[src/rtl/ss_pkg.sv]
// Shared types for the sensor sequencer.
// Assumes: slot-kind codes are shared with the external bit-slot engine.
package ss_pkg;
    typedef enum logic [2:0] {
        ST_IDLE,
        ST_RST,
        ST_SEND,
        ST_HOLD,
        ST_RECV,
        ST_FIN
    } seq_state_t;

    localparam logic [1:0] KIND_RESET = 2'd0;
    localparam logic [1:0] KIND_WRITE = 2'd1;
    localparam logic [1:0] KIND_READ  = 2'd2;

    localparam logic [7:0] CMD_SELECT  = 8'h55;
    localparam logic [7:0] CMD_CONVERT = 8'h44;
    localparam logic [7:0] CMD_READSP  = 8'hBE;
endpackage

[src/rtl/ss_crc8.sv]
// Serial CRC-8 (x^8+x^5+x^4+1), fed least significant bit first.
// Assumes: clr and en are never high in the same cycle.
module ss_crc8 (
    input  logic       clk,
    input  logic       rst_n,
    input  logic       clr,
    input  logic       en,
    input  logic       din,
    output logic [7:0] crc
);
    logic       fb;
    logic [7:0] nxt;

    // Reflected feedback step for one incoming bit.
    always_comb begin
        fb  = crc[0] ^ din;
        nxt = {1'b0, crc[7:1]} ^ (fb ? 8'h8C : 8'h00);
    end

    // Remainder register: cleared per transaction, advanced per bit.
    always_ff @(posedge clk) begin
        if (!rst_n || clr) crc <= '0;
        else if (en)       crc <= nxt;
    end

    p_clear_zero_r8: assert property (@(posedge clk) disable iff (!rst_n)
        clr |=> (crc == 8'h00));
endmodule

[src/rtl/ss_hold_timer.sv]
// Counts the strong pull-up hold window.
// Assumes: run stays high until expire is seen; LIMIT >= 1.
module ss_hold_timer #(
    parameter int LIMIT = 750000
) (
    input  logic clk,
    input  logic rst_n,
    input  logic run,
    output logic expire
);
    localparam int CW = $clog2(LIMIT + 1);
    logic [CW-1:0] cnt;

    assign expire = run && (cnt == CW'(LIMIT - 1));

    // Cycle counter, parked at zero while not running.
    always_ff @(posedge clk) begin
        if (!rst_n || !run) cnt <= '0;
        else if (!expire)   cnt <= cnt + 1'b1;
    end

    p_cnt_bound_r5: assert property (@(posedge clk) disable iff (!rst_n)
        run |-> (cnt < CW'(LIMIT)));
endmodule

[src/rtl/sensor_seq.sv]
// Two-phase addressed sensor transaction sequencer.
// Phase 0: reset, select+ID, convert, strong pull-up hold.
// Phase 1: reset, select+ID, read command, 72 read slots, CRC check.
// Assumes: the slot engine answers every req_go with exactly one rsp_done.
module sensor_seq #(
    parameter int HOLD_CYCLES = 750000,
    parameter int ID_W        = 64,
    parameter int SP_BYTES    = 9
) (
    input  logic                  clk,
    input  logic                  rst_n,
    input  logic                  start,
    input  logic [ID_W-1:0]       dev_id,
    output logic                  req_go,
    output logic [1:0]            req_kind,
    output logic                  req_wbit,
    input  logic                  rsp_done,
    input  logic                  rsp_bit,
    output logic                  spu_en,
    output logic [SP_BYTES*8-1:0] scratch,
    output logic                  done,
    output logic                  err_nodev,
    output logic                  err_crc
);
    import ss_pkg::*;

    localparam int TX_BITS = ID_W + 16;
    localparam int RX_BITS = SP_BYTES * 8;
    localparam int MAXB    = (TX_BITS > RX_BITS) ? TX_BITS : RX_BITS;
    localparam int BW      = $clog2(MAXB + 1);

    seq_state_t          state;
    logic                phase;
    logic                pend;
    logic [BW-1:0]       bitcnt;
    logic [TX_BITS-1:0]  txsr;
    logic [ID_W-1:0]     id_q;
    logic [7:0]          crc;
    logic                hold_exp;
    logic                crc_clr, crc_en;

    // Slot request decode from registered state.
    always_comb begin
        req_go   = (state == ST_RST || state == ST_SEND || state == ST_RECV) && !pend;
        req_kind = (state == ST_RST)  ? KIND_RESET :
                   (state == ST_SEND) ? KIND_WRITE : KIND_READ;
        req_wbit = txsr[0];
        spu_en   = (state == ST_HOLD);
        crc_clr  = (state == ST_IDLE) && start;
        crc_en   = (state == ST_RECV) && rsp_done;
    end

    ss_crc8 u_crc (
        .clk   (clk),
        .rst_n (rst_n),
        .clr   (crc_clr),
        .en    (crc_en),
        .din   (rsp_bit),
        .crc   (crc)
    );

    ss_hold_timer #(.LIMIT(HOLD_CYCLES)) u_hold (
        .clk    (clk),
        .rst_n  (rst_n),
        .run    (spu_en),
        .expire (hold_exp)
    );

    // Main sequencer: walks phases, shifts bits, flags errors.
    always_ff @(posedge clk) begin
        if (!rst_n) begin
            state     <= ST_IDLE;
            phase     <= 1'b0;
            pend      <= 1'b0;
            bitcnt    <= '0;
            txsr      <= '0;
            id_q      <= '0;
            scratch   <= '0;
            done      <= 1'b0;
            err_nodev <= 1'b0;
            err_crc   <= 1'b0;
        end else begin
            done <= 1'b0;
            if (req_go) pend <= 1'b1;
            case (state)
                ST_IDLE: if (start) begin
                    id_q      <= dev_id;
                    phase     <= 1'b0;
                    pend      <= 1'b0;
                    err_nodev <= 1'b0;
                    err_crc   <= 1'b0;
                    state     <= ST_RST;
                end
                ST_RST: if (rsp_done) begin
                    pend <= 1'b0;
                    if (!rsp_bit) begin
                        err_nodev <= 1'b1;
                        done      <= 1'b1;
                        state     <= ST_IDLE;
                    end else begin
                        txsr   <= {phase ? CMD_READSP : CMD_CONVERT, id_q, CMD_SELECT};
                        bitcnt <= '0;
                        state  <= ST_SEND;
                    end
                end
                ST_SEND: if (rsp_done) begin
                    pend   <= 1'b0;
                    txsr   <= txsr >> 1;
                    bitcnt <= bitcnt + 1'b1;
                    if (bitcnt == BW'(TX_BITS - 1)) begin
                        bitcnt <= '0;
                        state  <= phase ? ST_RECV : ST_HOLD;
                    end
                end
                ST_HOLD: if (hold_exp) begin
                    phase <= 1'b1;
                    state <= ST_RST;
                end
                ST_RECV: if (rsp_done) begin
                    pend    <= 1'b0;
                    scratch <= {rsp_bit, scratch[RX_BITS-1:1]};
                    bitcnt  <= bitcnt + 1'b1;
                    if (bitcnt == BW'(RX_BITS - 1)) state <= ST_FIN;
                end
                ST_FIN: begin
                    err_crc <= (crc != 8'h00);
                    done    <= 1'b1;
                    state   <= ST_IDLE;
                end
                default: state <= ST_IDLE;
            endcase
        end
    end

    p_idle_quiet_r1: assert property (@(posedge clk) disable iff (!rst_n)
        (state == ST_IDLE) |-> (!req_go && !spu_en));
    p_abort_nodev_r2: assert property (@(posedge clk) disable iff (!rst_n)
        (state == ST_RST && rsp_done && !rsp_bit) |=> (done && err_nodev && !req_go));
    p_hold_silent_r5: assert property (@(posedge clk) disable iff (!rst_n)
        spu_en |-> !req_go);
    p_spu_after_cmd_r5: assert property (@(posedge clk) disable iff (!rst_n)
        (state == ST_SEND && rsp_done && !phase && bitcnt == BW'(TX_BITS - 1)) |=> spu_en);
    p_done_pulse_r9: assert property (@(posedge clk) disable iff (!rst_n)
        done |=> !done);
    p_kind_legal_r10: assert property (@(posedge clk) disable iff (!rst_n)
        req_go |-> (req_kind != 2'd3));
endmodule

[config.mk]
export PLATFORM = sky130hd
export DESIGN_NAME = sensor_seq
export DESIGN_NICKNAME = d
export VERILOG_FILES = /design/src/rtl/ss_pkg.sv /design/src/rtl/ss_crc8.sv /design/src/rtl/ss_hold_timer.sv /design/src/rtl/sensor_seq.sv
export SDC_FILE = /design/constraint.sdc
export NUM_CORES = 1
export LEC_CHECK = 0
export ABC_AREA = 1
export BUFFER_PORTS_ARGS = -buffer_cell sky130_fd_sc_hd__buf_2
export CAP_MARGIN = 20
export CORE_UTILIZATION = 57
export DETAILED_ROUTE_END_ITERATION = 8
export PLACE_DENSITY_LB_ADDON = 0.05
export SETUP_SLACK_MARGIN = 0.3
export SYNTH_ARGS = -nofsm -noshare
export SYNTH_HDL_FRONTEND = slang
export SYNTH_HIERARCHICAL = 1
export SYNTH_SLANG_ARGS = --single-unit
export TNS_END_PERCENT = 5
[constraint.sdc]
create_clock -name clk -period 2.7 [get_ports clk]
set_clock_uncertainty 0.15 [all_clocks]
set_input_delay 0.27 -clock clk [delete_from_list [all_inputs] [get_ports clk]]
set_output_delay 0.27 -clock clk [all_outputs]
set_load 0.03 [all_outputs]
==> impl_metrics.env, run 1 <==
export IMPL_antennaDiodeCount=0
export IMPL_avgSynthCellArea_sq_um=7.18
export IMPL_grt_setup_unrepaired="yes"
export IMPL_async_reset_ff_share_pct=0
export IMPL_crit_chain="nor2_4 > nand2_4 > nand2_1 > nor2_1 > or2_2 > inv_1 > buf_2"
export IMPL_syn_instance_count=1478
export IMPL_boundaryPins=149
export IMPL_routedWlPerCell_um=13.0
export IMPL_wl_met1_um=11300
export IMPL_yosysSeqAreaShare_pct=48.8
export IMPL_yosys_mux_area_fraction_pct=0
export IMPL_power_density_mw_per_mm2=993
export IMPL_cp_data_required_time_ns=2.28
export IMPL_cts_sinks=259
export IMPL_synth_compound_area_share_pct=19.3
export IMPL_peakVddDrop_mv=0.688
export IMPL_dp_cells=1782
export IMPL_path_class="register to primary output"
export IMPL_arrival_ns=1.93
export IMPL_path_delay_family="simple AND/OR/NAND/NOR gates"
export IMPL_cts_htree_levels=1
export IMPL_r2r_end="txsr[32]"
export IMPL_syn_num_nets=1549
export IMPL_vias=9794
export IMPL_synth_xor_area_share_pct=0.165
export IMPL_die_area_sq_mm=0.0192
export IMPL_finalWeightedCongestion=0.877
export IMPL_synth_ff_latch_count=259
export IMPL_maxSlewViolCount=0
export IMPL_netlist_area_leader_share_pct=48.8
export IMPL_slowest_stage="dfxtp_2"
export IMPL_yosysWarnings=6
export IMPL_cts_buffers=27
export IMPL_p_leak_nw=5.63
export IMPL_worstHoldStart="rst_n"
export IMPL_hpwlAfterDp_um=14500
export IMPL_ys_flop_type="dfxtp_1"
export IMPL_utilization_pct=72.1
export IMPL_num_rows=49
export IMPL_cts_tree="built"
export IMPL_synth_area_leaders="dfxtp_1 (49%), nand2_1 (11%), o21ai_0 (9.8%)"
export IMPL_port_buffers=148
export IMPL_max_stage_delay_ns=0.37
export IMPL_clkSlewWorstSetupHoldPaths_ns=0.06
export IMPL_hold_path_class="primary input to register"
export IMPL_routed_wl_um=24600
export IMPL_crit_fanout=8
export IMPL_start_util_pct=58.7
export IMPL_hold_ws_ns=0.109
export IMPL_cts_setup_buffers=0
export IMPL_cts_root_buffer="clkbuf_16"
export IMPL_fmax_mhz=426
export IMPL_status="complete, but fails checks"
export IMPL_seqCellArea_sq_mm=0.00519
export IMPL_wl_met2_um=11500
export IMPL_area_delta_synth_final_pct=22.9
export IMPL_cp_end_kind="primary output"
export IMPL_highest_layer="met4"
export IMPL_synth_edf_count=0
export IMPL_core_sq_mm=0.0181
export IMPL_final_common_cell="nand2_1"
export IMPL_r2r_slack_ns=0.46
export IMPL_multi_input_area_sq_mm=0.00452
export IMPL_min_to="u_hold/cnt[19]"
export IMPL_timing_critical_path_from_type="register"
export IMPL_fin_cells=1898
export IMPL_worstSkewPairLatency_ns=0.53
export IMPL_violations="design-rule violations"
export IMPL_grt_max_degree=149
export IMPL_ant_nets=0
export IMPL_via_per_inst=5.16
export IMPL_hold_depth=3
export IMPL_nFillCells=1454
export IMPL_ys_types=33
export IMPL_tns_ns=0
export IMPL_timing_critical_path_buf_inv=2
export IMPL_layout_common_cells="nand2_1 (307), dfxtp_1 (257), nor2_1 (220)"
export IMPL_r2r_cells=8
export IMPL_drtIter0Drc=548
export IMPL_fin_crit_sh_pct=87.0
export IMPL_synth_fa_ha_area_share_pct=0.236
export IMPL_drive_above_1_share_pct=14.9
export IMPL_yosysTopAreaCell="dfxtp_1"
export IMPL_synthSimpleGateAreaFrac_pct=22.5
export IMPL_first_global_vias=8970
export IMPL_min_period_ns=2.35
export IMPL_finalSetupViolations=0
export IMPL_tightest_slew_ns=0.684
export IMPL_wl_met3_um=1410
export IMPL_drc=11
export IMPL_synthesis_area_sq_mm=0.0106
export IMPL_die_h_um=138
export IMPL_max_cap_violations=0
export IMPL_track_usage_pct=25.4
export IMPL_grt_pass1_wl_um=41400
export IMPL_hold_viol=0
export IMPL_reg2reg_from="state[2]"
export IMPL_grt_overflow=0
export IMPL_synth_top_family_by_area="simple AND/OR/NAND/NOR gates"
export IMPL_first_pass_iters=7
export IMPL_nets=1719
export IMPL_worst_slew_margin_rel_pct=54.3
export IMPL_die_w_um=138
export IMPL_antenna_found_initial=0
export IMPL_cts_buffer_depth=3
-- synthesized netlist by cell type (3+ instances only) --
cell type and n:
o21ai_0 207, a21oi_1 166, inv_1 123, nor2_4 3
a211oi_2 5, buf_4 14, clkbuf_1 46, nand4_1 12
inv_2 8, buf_2 23, nand3_1 32, buf_6 5
nor2_2 5, nand2_1 307, o21ai_1 13, dfxtp_1 259
nor2_1 222, nand2_2 9
-- metal layers --
metal	global-route usage, %	up-vias
met3	5.02	37
met5	0	-
met2	43.3	219
li1	-	5105
met1	33.0	4433
met4	6.51	0
-- through the flow --
step | setup slack [ns] | cell area [sq um] | power [mW]
after floorplan | 0.314 | 10600 | 7.96
after global placement | 0.568 | 11400 | 8.78
after detailed placement | 0.511 | 11400 | 8.86
after CTS | 0.321 | 13000 | 13.0
after global routing | 0.221 | 13000 | 13.8
final | 0.351 | 13000 | 13.0
-- worst register-to-register path: stages, from the launching register on --
cell and delay (ns):
dfxtp_1 0.49, nor2_2 0.11, nand2_4 0.08, buf_4 0.35
buf_4 0.47, nand2_1 0.11, o21ai_0 0.09, o21ai_0 0.13
a21oi_1 0.18
-- power by group --
| group | switching [mW] | internal, mW |
|---|---|---|
| registers | 0.376 | 4.56 |
| clock network | 1.53 | 2.47 |
| logic | 2.78 | 1.23 |
| total | 4.69 | 8.26 |
-- worst max-delay path by stage --
stage                         from  depth (start not counted)       end  slack (ns)
after global routing      state[1]                         15  state[1]        0.22
final                     state[0]                          7    req_go        0.35
after floorplan           state[1]                         15  state[2]        0.31
after CTS                 state[1]                          7    req_go        0.32
after global placement    state[1]                         15  state[1]        0.57
after detailed placement  state[1]                         15  state[1]        0.51
-- state kept, by name, indices dropped and copies added, names as in the netlist --
signal / count
bitcnt: 7
done: 1
err_crc: 1
err_nodev: 1
id_q: 64
pend: 1
phase: 1
scratch: 72
state: 3
txsr: 80
u_crc/crc: 8
u_hold/cnt: 20
-- cell families (layout without fill, tap and decap cells) --
kind of cell | Yosys count | count (layout)
AND/OR/NAND/NOR | 597 | 597
AO/OA/AOI/OAI | 398 | 398
flip-flops | 259 | 259
buffers and inverters | 220 | 411
adder cells (fa/ha/maj) | 2 | 2
XOR/XNOR | 2 | 2
-- what timing repair did --
item                       in CTS  in global routing
resized for setup               2                  4
cloned                          0                  0
hold endpoints to repair       66                  0
setup endpoints to repair       1                 47
hold buffers                   66                  0
-- cell type report --
class,instances,area share (%)
clock buffer,33,5.50
clock inverter,17,1.87
inverter,132,3.82
multi-input combinational,999,34.7
sequential,259,39.8
tap,229,2.20
timing repair buffer,229,12.2
Power figures use the tool's default switching activity.
==> run 2: changes to the inputs <==
--- a/constraint.sdc
+++ b/constraint.sdc
@@ -3,3 +3,3 @@
 set_input_delay 0.27 -clock clk [delete_from_list [all_inputs] [get_ports clk]]
 set_output_delay 0.27 -clock clk [all_outputs]
-set_load 0.03 [all_outputs]
+set_load 0.05 [all_outputs]
==> run 2 against run 1 <==
Compared with the run above:
- the flow still finishes with violations (design-rule violations)
- largest power group unchanged
- sequential cell count did not move
- fmax fell by 0.76%
- final cell count rose by 0.16%
- critical path depth did not move
- sequential share of layout area rose by 0.11 points
- worst hold slack got worse by 0.061 ns
- combinational power rose by 11%
==> impl_metrics.env, run 2 (same netlist as run 1, synthesis figures left out) <==
export IMPL_largest_register="txsr"
export IMPL_cts_sinks=259
export IMPL_num_rows=49
export IMPL_grt_util_met3_pct=5.40
export IMPL_first_global_vias=9110
export IMPL_antenna_found_initial=0
export IMPL_status="complete, but fails checks"
export IMPL_boundaryPins=149
export IMPL_via_per_inst=5.16
export IMPL_p_leak_nw=5.61
export IMPL_grt_pass1_wl_um=41900
export IMPL_cts_tree="built"
export IMPL_worstHoldStart="rst_n"
export IMPL_worst_slew_margin_rel_pct=50.1
export IMPL_hold_path_class="primary input to register"
export IMPL_arrival_ns=1.95
export IMPL_hold_viol=0
export IMPL_start_util_pct=58.7
export IMPL_area_delta_synth_final_pct=22.6
export IMPL_drc=17
export IMPL_cts_buffers=27
export IMPL_finalSetupViolations=0
export IMPL_timing_critical_path_buf_inv=4
export IMPL_fmax_mhz=422
export IMPL_nFillCells=1502
export IMPL_final_common_cell="nand2_1"
export IMPL_grt_setup_unrepaired="yes"
export IMPL_die_h_um=138
export IMPL_grt_overflow=0
export IMPL_die_w_um=138
export IMPL_grt_max_degree=107
export IMPL_hpwlAfterDp_um=14600
export IMPL_tns_ns=0
export IMPL_vias=9802
export IMPL_path_class="register to primary output"
export IMPL_path_delay_family="simple AND/OR/NAND/NOR gates"
export IMPL_hold_depth=3
export IMPL_peakVddDrop_mv=0.841
export IMPL_cp_end_kind="primary output"
export IMPL_use_met1_pct=33.9
export IMPL_crit_chain="inv_1 > nand3_2 > inv_1 > nor2_1 > or2_2 > inv_1 > buf_6"
export IMPL_r2r_end="state[0]"
export IMPL_drive_above_1_share_pct=15.0
export IMPL_min_to="scratch[53]"
export IMPL_crit_fanout=7
export IMPL_maxSlewViolCount=0
export IMPL_track_usage_pct=25.6
export IMPL_antennaDiodeCount=0
export IMPL_cts_root_buffer="clkbuf_16"
export IMPL_timing_critical_path_from_type="register"
export IMPL_layout_common_cells="nand2_1 (307), dfxtp_1 (256), nor2_1 (218)"
export IMPL_place_ws_ns=0.544
export IMPL_max_cap_violations=0
export IMPL_finalWeightedCongestion=0.860
export IMPL_max_stage_delay_ns=0.40
export IMPL_tightest_slew_ns=0.749
export IMPL_cts_htree_levels=1
export IMPL_drtIter0Drc=589
export IMPL_worstSkewPairLatency_ns=0.53
export IMPL_nets=1723
export IMPL_routed_wl_um=24500
export IMPL_port_buffers=148
export IMPL_grt_busiest_layer="met2"
export IMPL_die_area_sq_mm=0.0192
export IMPL_use_met2_pct=42.6
export IMPL_violations="design-rule violations"
export IMPL_slowest_stage="dfxtp_2"
export IMPL_fin_crit_sh_pct=87.7
export IMPL_power_density_mw_per_mm2=1000
export IMPL_routedWlPerCell_um=12.9
export IMPL_top_regs="txsr x80, scratch x72, id_q x64"
export IMPL_r2r_slack_ns=0.61
export IMPL_largest_reg_flops=80
export IMPL_min_period_ns=2.37
export IMPL_first_pass_iters=7
export IMPL_ant_nets=0
export IMPL_cp_data_required_time_ns=2.28
export IMPL_crit_top_cell="inv_1"
export IMPL_clkSlewWorstSetupHoldPaths_ns=0.06
export IMPL_reg2reg_from="state[1]"
export IMPL_r2r_cells=15
export IMPL_core_sq_mm=0.0181
export IMPL_setup_ws_ns=0.333
export IMPL_cts_buffer_depth=3
-- run 2: cell count changes in the layout (fill, tap and decap cells not counted), sizes merged --
cell and change:
clkinv -5, nand2 +1, clkbuf +9, bufinv -4, buf +3, clkinvlp -1
-- run 2: routing by layer --
metal | share of wire (%) | vias to the layer above
li1 | - | 5084
met1 | 47 | 4456
met2 | 45 | 224
met3 | 6.2 | 38
met4 | 1.9 | 0
met5 | 0 | -
-- run 2: metrics by stage --
stage	util [%]	power [mW]	std cells	instance area [sq um]	hold slack (ns)
floorplan	-	8.30	1478	10600	0.255
global placement	63.0	9.13	1783	11400	0.284
detailed placement	63.0	9.20	1783	11400	0.289
CTS	71.8	13.1	1900	13000	0.0325
global route	72.0	13.9	1901	13000	0.0554
finish	72.0	13.1	1901	13000	0.0481
-- run 2: worst reg2reg max path, cell delays in order, from the launching register on --
cell,delay (ns)
dfxtp_2,0.49
nand2_1,0.11
nor2_2,0.11
nand2_1,0.06
inv_1,0.05
nand2_1,0.04
nor2_1,0.13
nand3_1,0.15
inv_1,0.12
inv_1,0.05
nand2_1,0.07
nand2_1,0.07
nor2_2,0.18
nand2_1,0.07
nand2_1,0.06
a21oi_1,0.06
-- run 2: layout make-up --
type | instances | area, sq um | share of cell area (%)
inverter | 132 | 498 | 3.83
timing repair buffer | 232 | 1610 | 12.4
sequential | 259 | 5190 | 39.9
multi-input combinational | 1000 | 4540 | 34.9
clock buffer | 42 | 792 | 6.09
tap | 229 | 287 | 2.20
clock inverter | 7 | 103 | 0.788
-- run 2: timing repair --
| action | in CTS | in global routing |
|---|---|---|
| buffers inserted | 1 | 1 |
| gates resized for setup | 6 | 5 |
| endpoints found under the setup margin | 1 | 3 |
| hold buffers | 66 | 0 |
| pin swaps | 2 | 1 |
| hold endpoints to repair | 66 | 0 |
| cloned | 1 | 0 |
-- run 2: worst max-delay path by stage --
| stage | cells after the start | endpoint | start | slack, ns |
|---|---|---|---|---|
| finish | 7 | req_go | state[1] | 0.33 |
| global route | 7 | req_go | state[2] | 0.25 |
| CTS | 7 | req_go | state[0] | 0.31 |
| detailed placement | 7 | txsr[51] | state[2] | 0.54 |
| global placement | 7 | txsr[45] | state[2] | 0.61 |
| floorplan | 15 | state[2] | state[1] | 0.36 |
-- run 2: power breakdown --
| group | switching, mW | internal [mW] | leakage, nW |
|---|---|---|---|
| Combinational | 3.15 | 1.29 | 3.07 |
| Sequential | 0.386 | 4.56 | 2.11 |
| Clock | 1.47 | 2.21 | 0.436 |
